==> src/rtl/colgen_pkg.sv <==
package colgen_pkg;
   localparam int CODE_W = 3;
   localparam logic [CODE_W-1:0] CODE_FULL_PAGE = 3'b111;
   localparam int MAX_FIXED_LOG2 = 3;
endpackage

==> src/rtl/colgen_len_decode.sv <==
module colgen_len_decode
   import colgen_pkg::*;
#(
   parameter int COL_W = 8,
   parameter bit HAS_XOR = 1'b1
) (
   input  logic [CODE_W-1:0] len_code,
   input  logic              wrap_xor,
   input  logic              is_write,
   input  logic              single_write,
   output logic [COL_W-1:0]  win_mask,
   output logic              full_page,
   output logic              xor_eff
);
   localparam logic [COL_W-1:0] ONE = COL_W'(1);

   logic one_beat;
   logic code_fixed;
   logic xor_req;

   assign one_beat   = is_write & single_write;
   assign code_fixed = (len_code[CODE_W-1] == 1'b0);

   generate
      if (HAS_XOR) begin : g_xor
         assign xor_req = wrap_xor;
      end else begin : g_noxor
         assign xor_req = 1'b0;
      end
   endgenerate

   always_comb begin
      full_page = 1'b0;
      win_mask  = '0;
      if (!one_beat) begin
         if (len_code == CODE_FULL_PAGE) begin
            full_page = 1'b1;
            win_mask  = '1;
         end else if (code_fixed) begin
            win_mask = (ONE << len_code[1:0]) - ONE;
         end
      end
   end

   assign xor_eff = xor_req & ~full_page;
endmodule

==> src/rtl/colgen_order.sv <==
module colgen_order #(
   parameter int COL_W = 8
) (
   input  logic [COL_W-1:0] base_col,
   input  logic [COL_W-1:0] beat_idx,
   input  logic [COL_W-1:0] win_mask,
   input  logic             use_xor,
   output logic [COL_W-1:0] col
);
   logic [COL_W-1:0] rising;
   logic [COL_W-1:0] mixed;
   logic [COL_W-1:0] low_part;

   assign rising   = base_col + beat_idx;
   assign mixed    = base_col ^ beat_idx;
   assign low_part = use_xor ? mixed : rising;
   assign col      = (base_col & ~win_mask) | (low_part & win_mask);
endmodule

==> src/rtl/sdram_burst_colgen.sv <==
module sdram_burst_colgen
   import colgen_pkg::*;
#(
   parameter int COL_W = 8,
   parameter bit HAS_XOR = 1'b1
) (
   input  logic             clk,
   input  logic             rst_n,
   input  logic             start,
   input  logic [COL_W-1:0] start_col,
   input  logic [2:0]       len_code,
   input  logic             wrap_xor,
   input  logic             is_write,
   input  logic             single_write,
   input  logic             stop,
   output logic [COL_W-1:0] beat_col,
   output logic             beat_valid,
   output logic             beat_last
);
   localparam int WIN_MAX = 1 << MAX_FIXED_LOG2;

   generate
      if (COL_W < MAX_FIXED_LOG2) begin : g_bad_width
         $fatal(1, "COL_W must cover the largest fixed burst window");
      end
      if ((1 << COL_W) < WIN_MAX) begin : g_bad_window
         $fatal(1, "page smaller than fixed burst window");
      end
   endgenerate

   logic [COL_W-1:0] dec_mask;
   logic             dec_full;
   logic             dec_xor;

   logic [COL_W-1:0] base_q;
   logic [COL_W-1:0] mask_q;
   logic [COL_W-1:0] idx_q;
   logic             full_q;
   logic             xor_q;
   logic             valid_q;
   logic             final_beat;

   colgen_len_decode #(.COL_W(COL_W), .HAS_XOR(HAS_XOR)) i_dec (
      .len_code     (len_code),
      .wrap_xor     (wrap_xor),
      .is_write     (is_write),
      .single_write (single_write),
      .win_mask     (dec_mask),
      .full_page    (dec_full),
      .xor_eff      (dec_xor)
   );

   colgen_order #(.COL_W(COL_W)) i_order (
      .base_col (base_q),
      .beat_idx (idx_q),
      .win_mask (mask_q),
      .use_xor  (xor_q),
      .col      (beat_col)
   );

   assign final_beat = valid_q & ~full_q & (idx_q == mask_q);

   always_ff @(posedge clk or negedge rst_n) begin
      if (!rst_n) begin
         base_q  <= '0;
         mask_q  <= '0;
         idx_q   <= '0;
         full_q  <= 1'b0;
         xor_q   <= 1'b0;
         valid_q <= 1'b0;
      end else if (start) begin
         base_q  <= start_col;
         mask_q  <= dec_mask;
         idx_q   <= '0;
         full_q  <= dec_full;
         xor_q   <= dec_xor;
         valid_q <= 1'b1;
      end else if (valid_q) begin
         if ((full_q && stop) || final_beat) begin
            valid_q <= 1'b0;
         end else begin
            idx_q <= idx_q + COL_W'(1);
         end
      end
   end

   assign beat_valid = valid_q;
   assign beat_last  = final_beat;

   AST_START_BEAT0: assert property (@(posedge clk) disable iff (!rst_n)
      start |=> (beat_valid && beat_col == $past(start_col)));

   AST_LAST_ENDS: assert property (@(posedge clk) disable iff (!rst_n)
      (beat_last && !start) |=> !beat_valid);

   AST_FIXED_CONTINUES: assert property (@(posedge clk) disable iff (!rst_n)
      (beat_valid && !beat_last && !full_q && !start) |=> beat_valid);

   AST_UPPER_FIXED: assert property (@(posedge clk) disable iff (!rst_n)
      (beat_valid && !beat_last && !full_q && !start)
      |=> (((beat_col ^ $past(beat_col)) & ~mask_q) == '0));

   AST_PAGE_STEP: assert property (@(posedge clk) disable iff (!rst_n)
      (beat_valid && full_q && !stop && !start)
      |=> (beat_valid && beat_col == COL_W'($past(beat_col) + COL_W'(1))));

   AST_PAGE_STOP: assert property (@(posedge clk) disable iff (!rst_n)
      (beat_valid && full_q && stop && !start) |=> !beat_valid);
endmodule

==> config.mk <==
export PLATFORM = sky130hd
export DESIGN_NAME = sdram_burst_colgen
export DESIGN_NICKNAME = d
export VERILOG_FILES = /design/src/rtl/colgen_pkg.sv /design/src/rtl/colgen_len_decode.sv /design/src/rtl/colgen_order.sv /design/src/rtl/sdram_burst_colgen.sv
export SDC_FILE = /design/constraint.sdc
export NUM_CORES = 1
export LEC_CHECK = 0
export ABC_AREA = 0
export BUFFER_PORTS_ARGS = -buffer_cell sky130_fd_sc_hd__buf_4
export CAP_MARGIN = 20
export CORE_ASPECT_RATIO = 0.5
export CORE_MARGIN = 2
export CORE_UTILIZATION = 30
export CTS_BUF_LIST = sky130_fd_sc_hd__clkbuf_16
export DETAILED_ROUTE_END_ITERATION = 16
export PLACE_DENSITY = 0.53
export SYNTH_ARGS = -nofsm -noshare
export SYNTH_HDL_FRONTEND = slang
export SYNTH_HIERARCHICAL = 1
export SYNTH_SLANG_ARGS = --single-unit
==> constraint.sdc <==
create_clock -name clk -period 3.6 [get_ports clk]
set_input_delay 0.72 -clock clk [delete_from_list [all_inputs] [get_ports clk]]
set_output_delay 0.72 -clock clk [all_outputs]
set_load 0.05 [all_outputs]
### Word level (Yosys, flattened, before mapping)

Cells that the tools add are included.

| storage, ports and cells | value |
|---|---|
| flip-flop bits (word level) | 27 |
| input port bits | 18 |
| logic and storage cells | 40 |

| cells by class | value |
|---|---|
| mux-type cells | 12 |
| bitwise gates (word level) | 11 |
| reduce and logical (&&, ||, !) cells | 4 |
| shift operators | 1 |
| eq/ne operators | 3 |
| add/subtract/negate cells | 3 |

Operators with widths:

| cell | number |
|---|---|
| 2-to-1 mux 8 bit | 7 |
| bitwise AND 8 bit | 2 |
| adder 8 x 1 -> 8 bit (second input constant) | 1 |
| adder 8 bit | 1 |
| == test 8 bit | 1 |
| inverter 8 bit | 1 |
| OR 8 bit | 1 |
| left shift 1 x 2 -> 8 bit (first input constant) | 1 |
| subtractor 8 x 1 -> 8 bit (second input constant) | 1 |
| bitwise XOR 8 bit | 1 |
| 2-to-1 mux 1 bit | 5 |
| bitwise AND 1 bit | 4 |
| == test 3 bit (second input constant) | 1 |
| inequality test 2 bit (second input constant) | 1 |
| inverter 1 bit | 2 |
| AND reduction 2 bit | 1 |
| nonzero test 2 bit | 1 |
| logical AND 1 bit | 1 |
| logical OR 1 bit | 1 |

### Logic depth before layout (Yosys ltp)

| depth | value |
|---|---|
| depth after elaboration | 7 |
| gate-level depth with buffers | 8 |
| depth with buffers taken out | 8 |

### By module

Netlist, hierarchy kept.

Modules (own cells, without submodules):

| module | cells each | times used | area an instance (um2) | sequential area each (um2) |
|---|---|---|---|---|
| sdram_burst_colgen | 94 | 1 | 1,218.7 | 675.6 |
| colgen_order | 61 | 1 | 420.4 | 0.0 |
| colgen_len_decode | 15 | 1 | 110.1 | 0.0 |

### Least setup slack after synthesis

Ideal clock, no wire load.

| path | value |
|---|---|
| path kind | register -> output |
| from | reg idx_q[0] |
| to | out beat_col[4] |
| buffers on the path | 0 |
| arrival | 2.419 ns |
| cell stages (with the launch flop) | 8 |
| required time | 2.880 ns |
| setup slack | 0.461 ns |
| cell sequence | dfrtp_1 ha_1 inv_1 fa_1 or2b_1 a211oi_1 xnor2_1 a21oi_1 |

| between the ends | value |
|---|---|
| cells in the longest elaborated chain, start to end | 4 |

Ends and longest elaborated chain:

| item | line | RTL |
|---|---|---|
| start: declaration | sdram_burst_colgen.sv:37 | `logic [COL_W-1:0] idx_q;` |
| start signal: assignment | sdram_burst_colgen.sv:82 | `idx_q <= idx_q + COL_W'(1);` |
| adder 8 bit | colgen_order.sv:14 | `assign rising = base_col + beat_idx;` |
| 2-to-1 mux 8 bit | colgen_order.sv:16 | `assign low_part = use_xor ? mixed : rising;` |
| bitwise AND 8 bit | colgen_order.sv:17 | `assign col = (base_col & ~win_mask) \| (low_part & win_mask);` |
| OR 8 bit | colgen_order.sv:17 |  |
| end: declaration | sdram_burst_colgen.sv:16 | `output logic [COL_W-1:0] beat_col,` |

Every way passes these cells.

### Worst setup path after layout

| path | value |
|---|---|
| from | reg idx_q[0] |
| to | out beat_col[6] |

The elaborated chain is that of the path after synthesis.

==> impl_metrics.toml <==
[final_layout]
final_cell_mix = "28 x buf_4, 27 x dfrtp_1, 20 x mux2_2"
drive_above_1_share_pct = 31.6
final_util_pct = 37.6
layout_commonest_cell = "buf_4"
diodes = 0
multi_input_area_um2 = 1010
regArea_um2 = 676
layout.nets = 224
area_delta_synth_final_pct = 19.6
filler_cell_count = 573

[placement]
place.detailed.hpwl_mm = 2.79
gp_congestion = 0.785
portBuffers = 27

[sta]
tightest_slew_ns = 0.370
slew_violations = 0
hold_viol_final = 0
fmax_ghz = 0.295
min_period_ns = 3.39
relSlewSlack_pct = 75.2
setup_viol = 0
finalCritPeriodShare_pct = 94.2
final.setup.tns_ns = 0
rsz0062_at_grt = "false"
fin_skew_ns = 0.00375

[pwr]
pwr-share-clk_pct = 24.2
p_int_mw = 0.650
ir_drop_uv = 216
power_frac_comb_pct = 38.5
powerDensity_nw_per_um2 = 492
p_sw_share_pct = 36.8
seq_power_share_pct = 37.3
power_switching_mw = 0.378
p_leak_nw = 0.886

[die]
dieArea_um2 = 6490
die_h_um = 58.0
num_io_pins = 28
rows = 19
coreArea_um2 = 5560
initial_core_util_pct = 31.4
die_x_um = 112

[logic_synthesis]
syn_inst = 170
ys_seq_area_share_pct = 38.6
netlist_area_um2 = 1750
synth_top_area_share_pct = 38.6
synth_cell_types = 45
postSynthAreaPerCell_um2 = 10.3
synth.area.top_cells = "dfrtp_1 39%, mux2_2 13%, ha_1 5.7%, xnor2_1 5.5%, a21oi_1 3.7%"
synth_fp_nets = 197
yosysTopAreaCell = "dfrtp_1"
synth_edf_count = 0
yosys_warnings = 6
ys_seq_elements = 27
ys.flop_type = "dfrtp_1"
ys_async_sr_fraction_pct = 100

[global_route]
use_met2_pct = 18.9
grt-busiest-layer = "met2"
met3_usage_pct = 2.62
grt_pass1_vias = 1236
grt_max_degree = 29
antenna_found_initial = 0
globalRouteMet1Util_pct = 16.6
grt_usage_pct = 11.8
gr-total-overflow = 0
grt_pass1_wl_mm = 6.09

[run_status]
status = "complete, no violations"

[cts]
clockRootBuffer = "clkbuf_16"
cts_setup_buffers = 0
cts_tree = "done"
cts_resized = 0
clk_pin_slew_ns = 0.06
hold_buffers = 0
numCtsBuffers = 3
cts.path.max_buffers = 2
h-tree-depth = 1
clock-sinks = 27
clk_latency_ns = 0.26

[job]
max-cap-violations = 0

[route]
vias_per_cell = 5.01
antenna_left = 0
drc_errors = 0
drtPass1Iterations = 4
vias = 1348
first_iter_violations = 32
wl_per_cell_um = 13.4
wirelength_mm = 3.61

[worst_setup_path]
arrival_ns = 2.67
crit_path_max_fanout = 5
start_kind = "flip-flop"
max_stage_delay_ns = 0.44
slowest_stage = "dfrtp_1"
path_class = "flip-flop to output pin"
crit_family = "adder cells"
crit_chain = "ha_1 -> inv_1 -> fa_1 -> or2b_1 -> a211oi_1 -> a31oi_1 -> xnor2_1 -> mux2_2 -> buf_4"
path_buf_inv = 2
end_kind = "output pin"
r2r_slack_ns = 1.71
reg2reg_from = "idx_q[4]"
startpoint = "idx_q[0]"
critPathRequiredTime_ns = 2.88

[worst_hold_path]
hp-class = "input port to async pin"
## final cells by class
| type | instances | area share [%] |
|---|---|---|
| Inverter | 6 | 1.08 |
| Clock inverter | 1 | 0.239 |
| Timing Repair Buffer | 28 | 10.0 |
| Tap cell | 73 | 4.37 |
| Sequential cell | 27 | 32.3 |
| Multi-Input combinational cell | 131 | 48.4 |
| Clock buffer | 3 | 3.59 |
## worst register-to-register path, cell delays in order (launching register included)
cell	delay, ns
dfrtp_1	0.47
xnor2_1	0.20
nand4_1	0.18
o31ai_2	0.28
buf_4	0.23
nor3_1	0.08
mux2_1	0.32
## sequential cells by signal, summed over array words and instances, names as in the netlist
register	count
base_q	8
beat_valid	1
full_q	1
idx_q	8
mask_q	8
xor_q	1
## Yosys cell counts, types with 3 or more instances
cell type,number
a21oi_1,13
and4_2,5
dfrtp_1,27
ha_1,8
inv_1,6
mux2_2,20
nand2_1,9
nand4_1,3
nor2_1,13
o21ai_0,6
or3_1,3
or4_1,3
xnor2_1,11
## layer usage
layer / up-vias / part of all wire, %
met1: 655 / 51
met5: - / 0
li1: 677 / -
met2: 14 / 46
met4: 0 / 0.33
met3: 2 / 2.7
## per-stage QoR
stage / hold slack (ns) / cell area [um^2] / setup slack, ns / instances / total power, mW
3_3_place_gp: 0.535 / 2010 / 0.542 / 265 / 0.781
6_report: 0.356 / 2090 / 0.209 / 269 / 1.03
4_1_cts: 0.366 / 2090 / 0.186 / 269 / 1.04
3_5_place_dp: 0.530 / 2010 / 0.476 / 265 / 0.790
2_1_floorplan: 0.424 / 1750 / 0.461 / 170 / 0.685
5_1_grt: 0.375 / 2090 / 0.0236 / 269 / 1.10
## power by group through the flow
stage | logic [mW] | registers (mW) | clock network, mW
6_report | 0.396 | 0.383 | 0.249
2_1_floorplan | 0.300 | 0.385 | 0
4_1_cts | 0.401 | 0.384 | 0.258
3_3_place_gp | 0.393 | 0.388 | 0
5_1_grt | 0.435 | 0.391 | 0.278
3_5_place_dp | 0.400 | 0.390 | 0
## cells by family (layout without fill, tap and decap cells)
group	after synthesis	after routing	share of synthesized area, %
fa+ha+maj	9	9	6.87
simple gates	51	51	17.0
compound gates	36	36	13.0
flops	27	27	38.6
xor+xnor	13	13	6.94
buf+inv	12	38	3.50
mux	22	22	14.1
## path summary, 6_finish.rpt
check,end,cells past startpoint
worst min-delay path,mask_q[7],1
min in group clk,base_q[0],1
worst max register to register,idx_q[6],6
max in group asynchronous,idx_q[3],1
worst max-delay path,beat_col[6],9
worst min register to register,base_q[0],1
Note: power is estimated with default switching activity, not from simulation.
